===== src/rtl/can_rsync_pkg.sv =====
package can_rsync_pkg;

  // Number of idle sequences that must be seen before rejoining the bus
  function automatic int unsigned rsync_goal(input logic fast, input logic boff,
                                             input int unsigned full);
    return (fast && !boff) ? 1 : full;
  endfunction

endpackage


===== src/rtl/can_rsync_rst_sync.sv =====
module can_rsync_rst_sync #(
  parameter int unsigned STAGES = 2
) (
  input  logic clk,
  input  logic rst_n,
  output logic rst_n_sync
);

  logic [STAGES-1:0] pipe_q;

  always_ff @(posedge clk or negedge rst_n) begin
    if (!rst_n) begin
      pipe_q <= '0;
    end else begin
      pipe_q <= {pipe_q[STAGES-2:0], 1'b1};
    end
  end

  assign rst_n_sync = pipe_q[STAGES-1];

endmodule


===== src/rtl/can_rsync_run_cnt.sv =====
module can_rsync_run_cnt #(
  parameter int unsigned RUN_LEN = 11
) (
  input  logic clk,
  input  logic rst_n,
  input  logic clr,
  input  logic stb,
  input  logic recessive,
  input  logic hold,
  output logic run_done
);

  localparam int unsigned RUN_W = (RUN_LEN > 2) ? $clog2(RUN_LEN) : 1;
  localparam logic [RUN_W-1:0] LAST = RUN_W'(RUN_LEN - 1);

  logic [RUN_W-1:0] cnt_q;
  logic [RUN_W-1:0] cnt_d;
  logic             take;
  logic             cnt_en;

  assign take     = stb && !hold && !clr;
  assign run_done = take && recessive && (cnt_q == LAST);
  assign cnt_en   = clr || take;

  always_comb begin
    cnt_d = cnt_q;
    if (clr) begin
      cnt_d = '0;
    end else if (take) begin
      if (!recessive || (cnt_q == LAST)) begin
        cnt_d = '0;
      end else begin
        cnt_d = cnt_q + 1'b1;
      end
    end
  end

  always_ff @(posedge clk or negedge rst_n) begin
    if (!rst_n) begin
      cnt_q <= '0;
    end else if (cnt_en) begin
      cnt_q <= cnt_d;
    end
  end

endmodule


===== src/rtl/can_rsync_seq_cnt.sv =====
module can_rsync_seq_cnt
  import can_rsync_pkg::*;
#(
  parameter int unsigned SEQ_NEEDED = 128,
  parameter int unsigned SEQ_W      = $clog2(SEQ_NEEDED + 1)
) (
  input  logic             clk,
  input  logic             rst_n,
  input  logic             clr,
  input  logic             run_done,
  input  logic             fast_en,
  input  logic             bus_off,
  output logic [SEQ_W-1:0] seq_cnt,
  output logic             synced
);

  logic [SEQ_W-1:0] seq_q;
  logic [SEQ_W-1:0] seq_d;
  logic [SEQ_W-1:0] seq_inc;
  logic [SEQ_W-1:0] goal;
  logic             sync_q;
  logic             sync_d;
  logic             upd_en;

  assign seq_inc = seq_q + 1'b1;
  assign goal    = SEQ_W'(rsync_goal(fast_en, bus_off, SEQ_NEEDED));
  assign upd_en  = clr || run_done;

  always_comb begin
    seq_d  = seq_q;
    sync_d = sync_q;
    if (clr) begin
      seq_d  = '0;
      sync_d = 1'b0;
    end else if (run_done) begin
      seq_d = seq_inc;
      if (seq_inc >= goal) begin
        sync_d = 1'b1;
      end
    end
  end

  always_ff @(posedge clk or negedge rst_n) begin
    if (!rst_n) begin
      seq_q  <= '0;
      sync_q <= 1'b0;
    end else if (upd_en) begin
      seq_q  <= seq_d;
      sync_q <= sync_d;
    end
  end

  assign seq_cnt = seq_q;
  assign synced  = sync_q;

endmodule


===== src/rtl/can_rsync_det.sv =====
module can_rsync_det #(
  parameter int unsigned RUN_LEN    = 11,
  parameter int unsigned SEQ_NEEDED = 128,
  parameter int unsigned SEQ_W      = $clog2(SEQ_NEEDED + 1)
) (
  input  logic             clk,
  input  logic             rst_n,
  input  logic             bit_stb,
  input  logic             rx_bit,
  input  logic             start_req,
  input  logic             bus_off,
  input  logic             fast_en,
  output logic             synced,
  output logic [SEQ_W-1:0] seq_count
);

  logic rst_n_int;
  logic run_done;
  logic sync_int;

  can_rsync_rst_sync #(.STAGES(2)) u_rst_sync (
    .clk        (clk),
    .rst_n      (rst_n),
    .rst_n_sync (rst_n_int)
  );

  can_rsync_run_cnt #(.RUN_LEN(RUN_LEN)) u_run_cnt (
    .clk       (clk),
    .rst_n     (rst_n_int),
    .clr       (start_req),
    .stb       (bit_stb),
    .recessive (rx_bit),
    .hold      (sync_int),
    .run_done  (run_done)
  );

  can_rsync_seq_cnt #(.SEQ_NEEDED(SEQ_NEEDED), .SEQ_W(SEQ_W)) u_seq_cnt (
    .clk      (clk),
    .rst_n    (rst_n_int),
    .clr      (start_req),
    .run_done (run_done),
    .fast_en  (fast_en),
    .bus_off  (bus_off),
    .seq_cnt  (seq_count),
    .synced   (sync_int)
  );

  assign synced = sync_int;

endmodule


===== config.mk =====
export PLATFORM = sky130hd
export DESIGN_NAME = can_rsync_det
export DESIGN_NICKNAME = d
export VERILOG_FILES = /design/src/rtl/can_rsync_pkg.sv /design/src/rtl/can_rsync_rst_sync.sv /design/src/rtl/can_rsync_run_cnt.sv /design/src/rtl/can_rsync_seq_cnt.sv /design/src/rtl/can_rsync_det.sv
export SDC_FILE = /design/constraint.sdc
export NUM_CORES = 1
export LEC_CHECK = 0
export BUFFER_PORTS_ARGS = -buffer_cell sky130_fd_sc_hd__clkbuf_2
export CAP_MARGIN = 20
export CORE_MARGIN = 4
export CORE_UTILIZATION = 57
export CTS_CLUSTER_DIAMETER = 200
export DETAILED_ROUTE_END_ITERATION = 8
export PLACE_DENSITY = 0.81
export SLEW_MARGIN = 20
export SYNTH_ARGS = -nofsm -noshare
export SYNTH_HDL_FRONTEND = slang
export SYNTH_SLANG_ARGS = --single-unit

===== constraint.sdc =====
create_clock -name clk -period 1.1 [get_ports clk]
set_input_delay 0.165 -clock clk [delete_from_list [all_inputs] [get_ports clk]]
set_output_delay 0.165 -clock clk [all_outputs]
set_load 0.02 [all_outputs]

==> results of run 1 <==
[Yosys cell counts]
cell        n  share of area
nor3b_1     1         0.0082
nor4b_1     1         0.0096
o21ai_1     3          0.016
clkbuf_1    1         0.0041
nor4_1      1         0.0069
a21oi_1     2          0.011
a2111oi_4   1          0.030
xor2_1      3          0.029
and3_1      1         0.0069
nor3_1      4          0.022
nand3_1     3          0.016
or4b_4      1          0.015
ha_1        5          0.068
nand2_1     6          0.025
or2_2       1         0.0069
nor2b_1     2          0.014
a211o_1     1         0.0096
a21o_1      1         0.0082
nand4_1     2          0.014
conb_1      1         0.0041
nand3b_4    2          0.044
dfrtp_1    15           0.41
nor2_1     12          0.049
o22ai_1     1         0.0069
nand3_4     1          0.019
a311oi_1    1         0.0096
inv_1       3          0.012
a31o_1      1         0.0096
nor4_2      2          0.027
xnor2_1     9          0.086
[kinds of logic after synthesis]
group / share of synthesized area
adder cells (fa/ha/maj): 0.0685
flip-flops: 0.411
other: 0.00411
buffers and inverters: 0.0164
XOR/XNOR: 0.115
AO/OA/AOI/OAI: 0.101
AND/OR/NAND/NOR: 0.284
[per-stage QoR]
stage / setup TNS (ns) / instances / setup slack (ns) / util / cell area (sq um)
floorplan: -3.19 / 88 / -0.828 / - / 976
global placement: -3.49 / 140 / -0.698 / 0.818 / 1230
detailed placement: -3.94 / 140 / -0.768 / 0.818 / 1230
==> metrics.cfg, run 1 <==
[clock_tree]
cts_sinks=15
cts_made_buffers=3
cts_setup_buffers=4
clockBufferDepth=2
h-tree-depth=1
cts_hold_repair.buffers=1
post_cts_resized=35
cts_root_buffer=clkbuf_4

[floorplan]
rows=14
fp.dieH_um=48.0
initial_core_util=0.606
fp.dieW_um=48.0
pin_count=16

[synth]
synth-seq-area-share=0.411
syn_nets=100
syn_area_per_cell_sq_um=10.4
syn_area_sq_um=913
yosysWarningCount=0
syn_inst=88
yosysUniqueCellTypes=30
synth_seq_cells=15

[status]
last-stage-reached=clock tree synthesis
status=did not finish
error_line=[ERROR DPL-0033] detailed placement checks failed during check placement.

[placement]
place_hpwl_mm=1.65
io_buffers=15
place_congestion=0.800

==> run 2: changes to the inputs <==
CORE_AREA = 4 4 65 67   (was unset)
CORE_MARGIN = unset   (was 4)
CORE_UTILIZATION = unset   (was 57)
CTS_CLUSTER_DIAMETER = unset   (was 200)
DIE_AREA = 0 0 69 71   (was unset)
PLACE_DENSITY = unset   (was 0.81)
PLACE_DENSITY_LB_ADDON = 0.15   (was unset)
==> metrics.cfg, run 2 <==
[status]
status=finished, violations left
violations=setup timing

[cells_and_area]
multi_input_area_sq_um=676
num_antenna_cells=0
stdcell_area_sq_um=1650
finish.utilization=0.453
fin_cells=186
layout.cells.most_common=buf_4
layout-drive-gt1-share=0.587
n_fill_cell=362
largest_register_ffs=8
seqCellArea_sq_um=384
final_nets=151
syn2layout_area_growth_pct=80.1
final_cell_mix=18 x buf_4, 10 x nor2_1, 9 x xnor2_1, 9 x buf_6, 8 x dfrtp_1

[global_route]
grt_first_pass_wirelength_mm=4.25
grt_max_degree=14
use_met3=0.0170
grtUsageMet2=0.177
track_usage=0.108
antenna_found_initial=0
use_met1=0.144
first_global_vias=885
busiest_layer=met2
grt-ovfl-total=0

[synth]
synth_common_cells=15 x dfrtp_1, 12 x nor2_1, 9 x xnor2_1
synth_most_common_cell=dfrtp_1
yosysWarningCount=0
syn_inst=88
syn_area_per_cell_sq_um=10.4
async_flop_share=1.00
synth-seq-area-share=0.411
synth_top_area_cell=dfrtp_1
syn_area_sq_um=913
yosysUniqueCellTypes=30
syn_nets=100
synth-main-ff-cell=dfrtp_1
synth_edf_count=0
synth_seq_cells=15
synth_top_area_frac=0.411
synth_area_leaders=dfrtp_1 41%, xnor2_1 8.6%, ha_1 6.8%

[setup_path]
startpoint_type=flip-flop
critPathTopFamily=simple AND/OR/NAND/NOR gates
cp.buffers_inverters=0
crit_slowest_cell=or4b_4
crit_cells=7
path_max_fanout=4
endpoint_kind=flip-flop
slowest_delay_ns=0.49
crit_required_ns=1.21
reg2reg_depth=7
cp_data_arrival_time_ns=1.97
path_class=reg -> reg
path_cells=nand3_4, nor2_2, xor2_1, ha_2, or4b_4, a2111oi_4, a311oi_1

[routing]
drt-total-wl_mm=2.59
drtIter0Drc=4
drt-wirelength-per-cell_um=13.9
vias_per_cell=4.44
drc=0
first_pass_iters=2
ant_nets=0
vias=826

[floorplan]
fp.coreArea_sq_um=3630
dieArea_sq_um=4900
pin_count=16
fp.dieW_um=69
fp.dieH_um=71
initial_core_util=0.251
rows=22

[sta]
min_period_ns=1.85
finalSetupViolCount=18
max_freq_ghz=0.540
hold_viol_final=0
fin_ws_ns=-0.753
slew_violations=0
fin_skew_ns=0.00396
fin_crit_sh=1.68
rsz0062_at_grt=yes

[clock_tree]
clockBufferDepth=2
cts_sinks=15
insertion_delay_ns=0.24
clk_pin_slew_ns=0.06
h-tree-depth=1
cts_root_buffer=clkbuf_8
cts_tree=built
cts_made_buffers=3

[placement]
place_hpwl_mm=1.76
numPlacedInstances=171
placed_area_sq_um=1260
io_buffers=15
dp_slack_ns=-0.769
place_congestion=0.732

[worst_hold_path]
hp-class=reg -> async

[pwr]
total_power_w=0.00113
powerDensity_nw_per_um2=686
peakVddDrop_mv=0.695
leakage_nw=0.829

[flow_run]
cap_violations=0

## run 2: cell counts after synthesis
Identical to the previous run, type by type.
## run 2: cell type report
class                      count  share of cell area
timing repair buffer          46               0.285
multi-input combinational     70               0.411
sequential                    15               0.233
inverter                       3             0.00684
tap                           48              0.0365
clock buffer                   4              0.0274
## run 2: kinds of logic after synthesis
family | synth area share
AOI/OAI and AO/OA | 0.101
xor gates and xnor gates | 0.115
adders and majority gates | 0.0685
buffers and inverters | 0.0164
DFF | 0.411
other | 0.00411
and+or+nand+nor | 0.284
## run 2: repair_timing
item / 4_1_cts / 5_1_grt
gates resized for setup: 34 / 18
gates cloned: 1 / 0
hold endpoints to repair: 2 / 0
buffers inserted: 8 / 9
hold buffers: 1 / 0
pin swaps: 9 / 12
endpoints found under the setup margin: 22 / 22
## run 2: through the flow
step / TNS, ns / hold slack [ns]
floorplan: -3.19 / -0.131
global placement: -3.88 / -0.0487
detailed placement: -4.30 / -0.0467
CTS: -3.88 / 0.184
global route: -4.97 / 0.203
finish: -3.84 / 0.170
## run 2: worst paths after layout
| kind | from | to | slack, ns |
|---|---|---|---|
| max | u_seq_cnt.seq_cnt[0]$_DFFE_PN0P_ | u_seq_cnt.synced$_DFFE_PN0P_ | -0.75 |
| min | u_rst_sync.pipe_q[1]$_DFF_PN0_ | u_seq_cnt.seq_cnt[7]$_DFFE_PN0P_ | 0.17 |
| max reg2reg | u_seq_cnt.seq_cnt[0]$_DFFE_PN0P_ | u_seq_cnt.synced$_DFFE_PN0P_ | -0.75 |
| min reg2reg | u_rst_sync.pipe_q[1]$_DFF_PN0_ | u_seq_cnt.seq_cnt[7]$_DFFE_PN0P_ | 0.17 |
| max in group asynchronous | u_rst_sync.pipe_q[1]$_DFF_PN0_ | u_seq_cnt.seq_cnt[1]$_DFFE_PN0P_ | 0.74 |
| min in group clk | start_req | u_seq_cnt.seq_cnt[1]$_DFFE_PN0P_ | 0.29 |
## run 2: power by group
| part | switching (W) | internal [W] | total (W) |
|---|---|---|---|
| clock | 0.000192 | 0.000256 | 0.000448 |
| sequential | 0.00000323 | 0.000558 | 0.000562 |
| combinational | 0.0000670 | 0.0000514 | 0.000118 |
| total | 0.000262 | 0.000866 | 0.00113 |
## run 2: metal layers
| layer | wire length, um | vias up |
|---|---|---|
| li1 | - | 416 |
| met5 | 0 | - |
| met3 | 42 | 2 |
| met4 | 30 | 0 |
| met2 | 1280 | 8 |
| met1 | 1240 | 400 |
Note: power is estimated with default switching activity, not from simulation.
==> run 3: changes to the inputs <==
BUFFER_PORTS_ARGS = -buffer_cell sky130_fd_sc_hd__buf_2   (was -buffer_cell sky130_fd_sc_hd__clkbuf_2)
==> metrics.cfg, run 3 (synthesized netlist as in run 2, its figures left out) <==
[floorplan]
rows=22
fp.dieW_um=69
fp.coreArea_sq_um=3630
dieArea_sq_um=4900
fp.dieH_um=71
pin_count=16
initial_core_util=0.251

[setup_path]
startpoint_type=flip-flop
path_class=reg -> reg
path_cells=nand3_4, nor2_2, xor2_1, ha_2, or4b_4, a2111oi_4, a311oi_2
slowest_delay_ns=0.49
cp_data_arrival_time_ns=2.00
crit_slowest_cell=or4b_4
endpoint_kind=flip-flop
crit_required_ns=1.21
cp.buffers_inverters=0
path_max_fanout=3
critPathTopFamily=simple AND/OR/NAND/NOR gates

[cells_and_area]
syn2layout_area_growth_pct=88.5
final_cell_mix=27 x buf_4, 22 x buf_6, 10 x nor2_1
layout.cells.most_common=buf_4
largest_register_ffs=8
fin_cells=197
final_nets=162
n_fill_cell=338
layout-drive-gt1-share=0.651
stdcell_area_sq_um=1720
num_antenna_cells=0
finish.utilization=0.474

[sta]
fin_skew_ns=0.000796
max_freq_ghz=0.527
min_period_ns=1.90
rsz0062_at_grt=yes
slew_violations=0
fin_ws_ns=-0.797
tns_ns=-3.89
fin_crit_sh=1.72
finalSetupViolCount=19
hold_viol_final=0

[placement]
numPlacedInstances=172
io_buffers=15
place_hpwl_mm=1.89
placed_area_sq_um=1270
place_congestion=0.754

[clock_tree]
h-tree-depth=1
cts_root_buffer=clkbuf_8
cts_made_buffers=3
clockBufferDepth=2
clk_pin_slew_ns=0.06
insertion_delay_ns=0.24
cts_tree=built
cts_sinks=15

[pwr]
total_power_w=0.00115
powerDensity_nw_per_um2=666
leakage_nw=0.868
peakVddDrop_mv=0.635

[routing]
drt-met1-wl_mm=1.25
first_pass_iters=4
vias_per_cell=4.47
drt-total-wl_mm=2.79
maxUsedRoutingLayer=met4
ant_nets=0
drc=0
vias=880
drt-wirelength-per-cell_um=14.2
met2_length_mm=1.39
drtIter0Drc=13
wl_met3_um=117

[global_route]
track_usage=0.120
grt_first_pass_wirelength_mm=4.69
grt_max_degree=11
grt-ovfl-total=0
first_global_vias=945
antenna_found_initial=0

[flow_run]
cap_violations=0

[worst_hold_path]
hp-class=reg -> async

[status]
status=finished, violations left
violations=setup timing

-- run 3: cell count changes in the layout (fill, tap and decap cells not counted), moves of 2 or more --
cell / before / now
buf_12: 3 / 1
buf_2: 0 / 6
buf_4: 18 / 27
buf_6: 9 / 22
buf_8: 7 / 0
clkbuf_2: 6 / 0
clkbuf_8: 5 / 3
ha_4: 1 / 3
-- run 3: repair_timing --
action	in CTS	in global routing
gates cloned	1	0
endpoints found under the setup margin	22	21
buffers inserted	11	13
hold buffers	1	0
resized for setup	40	14
pin swaps	15	14
hold endpoints to repair	2	0
-- run 3: metal layers --
| layer | track usage | up-vias |
|---|---|---|
| met3 | 0.0170 | 4 |
| met2 | 0.210 | 18 |
| met4 | 0.0456 | 0 |
| met5 | 0 | - |
| met1 | 0.148 | 422 |
| li1 | - | 436 |
-- run 3: where the power goes --
part           switching, W  internal, W  total [W]
clock network      0.000180     0.000256   0.000436
logic             0.0000734    0.0000749   0.000148
registers        0.00000394     0.000559   0.000563
-- run 3: worst paths after layout --
path	end	cells after the start	slack [ns]	startpoint
setup / recovery	u_seq_cnt.synced$_DFFE_PN0P_	7	-0.80	u_seq_cnt.seq_cnt[0]$_DFFE_PN0P_
hold / removal	u_run_cnt.cnt_q[2]$_DFFE_PN0P_	1	0.18	u_rst_sync.pipe_q[1]$_DFF_PN0_
setup reg to reg	u_seq_cnt.synced$_DFFE_PN0P_	7	-0.80	u_seq_cnt.seq_cnt[0]$_DFFE_PN0P_
hold reg to reg	u_run_cnt.cnt_q[2]$_DFFE_PN0P_	1	0.18	u_rst_sync.pipe_q[1]$_DFF_PN0_
max in group asynchronous	u_rst_sync.pipe_q[1]$_DFF_PN0_	2	0.77	rst_n
min in group clk	u_seq_cnt.seq_cnt[1]$_DFFE_PN0P_	3	0.30	start_req
-- run 3: through the flow --
| stage | setup WS, ns | hold slack [ns] |
|---|---|---|
| floorplan | -0.828 | -0.131 |
| CTS | -0.785 | 0.167 |
| global route | -0.893 | 0.194 |
| finish | -0.797 | 0.175 |
| global placement | -0.709 | -0.0467 |
| detailed placement | -0.780 | -0.0415 |
-- run 3: layout make-up --
cell class,instances,area (sq um),area share
well taps,48,60.1,0.0349
multi-input cells,70,711,0.413
clock buffers,4,45.0,0.0262
flip-flops and latches,15,384,0.223
repair buffers,57,510,0.297
inverters,3,11.3,0.00654
==> run 4: changes to the inputs <==
CTS_BUF_LIST = sky130_fd_sc_hd__clkbuf_4 sky130_fd_sc_hd__clkbuf_8   (was unset)
==> metrics.cfg, run 4 (synthesized netlist as in run 2, its figures left out) <==
[sta]
finalSetupViolCount=19
max_freq_ghz=0.527
slew_violations=0
fin_skew_ns=0.000714
min_period_ns=1.90
fin_crit_sh=1.72
hold_viol_final=0
rsz0062_at_grt=yes
fin_ws_ns=-0.797
whs_ns=0.175

[routing]
maxUsedRoutingLayer=met4
drt-met1-wl_mm=1.25
first_pass_iters=4
drt-total-wl_mm=2.79
drt-wirelength-per-cell_um=14.2
met2_length_mm=1.39
drtIter0Drc=13
vias=880
drc=0
vias_per_cell=4.47
ant_nets=0
wl_met3_um=117

[floorplan]
rows=22
dieArea_sq_um=4900
fp.coreArea_sq_um=3630
fp.dieH_um=71
initial_core_util=0.251
pin_count=16
fp.dieW_um=69

[global_route]
grt_max_degree=11
grt_first_pass_wirelength_mm=4.69
antenna_found_initial=0
grt-ovfl-total=0
first_global_vias=945
track_usage=0.120

[setup_path]
path_cells=nand3_4, nor2_2, xor2_1, ha_2, or4b_4, a2111oi_4, a311oi_2
startpoint_type=flip-flop
path_class=reg -> reg
slowest_delay_ns=0.49
endpoint_kind=flip-flop
reg2reg_from=u_seq_cnt.seq_cnt[0]$_DFFE_PN0P_
path_max_fanout=3
crit_start=u_seq_cnt.seq_cnt[0]$_DFFE_PN0P_
crit_required_ns=1.21
crit_path_end=u_seq_cnt.synced$_DFFE_PN0P_
reg2reg_depth=7
worstReg2RegEnd=u_seq_cnt.synced$_DFFE_PN0P_
timing.reg2reg.setup_slack_ns=-0.80
cp_data_arrival_time_ns=2.00
crit_slowest_cell=or4b_4

[clock_tree]
h-tree-depth=1
insertion_delay_ns=0.24
clk_pin_slew_ns=0.06
cts_made_buffers=3
clockBufferDepth=2
cts_tree=built
cts_root_buffer=clkbuf_8
cts_sinks=15

[cells_and_area]
finish.utilization=0.475
layout-drive-gt1-share=0.658
largest_register_ffs=8
num_antenna_cells=0
final_cell_mix=27 x buf_4, 22 x buf_6, 10 x nor2_1
final_nets=162
layout.cells.most_common=buf_4
syn2layout_area_growth_pct=88.9

[placement]
dp_slack_ns=-0.780
io_buffers=15
place_hpwl_mm=1.89
place_congestion=0.754

[pwr]
powerDensity_nw_per_um2=679
peakVddDrop_mv=0.697
leakage_nw=0.871

[worst_hold_path]
hp-class=reg -> async

[status]
violations=setup timing
status=finished, violations left

[flow_run]
cap_violations=0

-- run 4: cell type report --
type	instances	area [sq um]
clock buffers	4	48.8
fillers	337	1910
flip-flops and latches	15	384
inverters	3	11.3
multi-input cells	70	711
well taps	48	60.1
repair buffers	57	510
-- run 4: what timing repair did --
action,CTS,global route
hold buffers,1,0
cloned,1,0
buffers inserted,11,13
setup endpoints to repair,22,21
gates resized for setup,40,14
endpoints found under the hold margin,2,0
pin swaps,15,14
-- run 4: per-layer routing --
metal,GRT usage,vias up
met4,0.0456,0
met3,0.0170,4
met5,0,-
met1,0.148,422
met2,0.210,18
li1,-,436
-- run 4: worst max-delay path: cells and delay by family, from the launching register on --
| family | cells | cell delay (ns) |
|---|---|---|
| flip-flops | 1 | 0.44 |
| XOR/XNOR | 1 | 0.14 |
| adder cells (fa/ha/maj) | 1 | 0.19 |
| AND/OR/NAND/NOR | 3 | 0.65 |
| AO/OA/AOI/OAI | 2 | 0.35 |
-- run 4: power by group --
part / total (W) / internal, W / switching [W]
clock network: 0.000461 / 0.000281 / 0.000180
registers: 0.000563 / 0.000559 / 0.00000394
logic: 0.000148 / 0.0000749 / 0.0000734
-- run 4: worst min path at each step --
stage                                     endpoint  depth (start not counted)                           start  slack [ns]
global route        u_run_cnt.cnt_q[2]$_DFFE_PN0P_                          1  u_rst_sync.pipe_q[1]$_DFF_PN0_        0.19
global placement    u_rst_sync.pipe_q[1]$_DFF_PN0_                          1                           rst_n       -0.05
finish              u_run_cnt.cnt_q[2]$_DFFE_PN0P_                          1  u_rst_sync.pipe_q[1]$_DFF_PN0_        0.18
detailed placement  u_rst_sync.pipe_q[1]$_DFF_PN0_                          1                           rst_n       -0.04
CTS                 u_run_cnt.cnt_q[0]$_DFFE_PN0P_                          1  u_rst_sync.pipe_q[1]$_DFF_PN0_        0.17
floorplan           u_rst_sync.pipe_q[0]$_DFF_PN0_                          0                           rst_n       -0.13
-- run 4: stage by stage --
stage               TNS (ns)  area (sq um)  total power (W)  cells
floorplan              -3.19           976         0.000615     88
global placement       -3.96          1270         0.000668    172
detailed placement     -4.11          1270         0.000668    172
CTS                    -3.65          1590          0.00117    187
global route           -4.96          1730          0.00123    197
finish                 -3.89          1730          0.00117    197
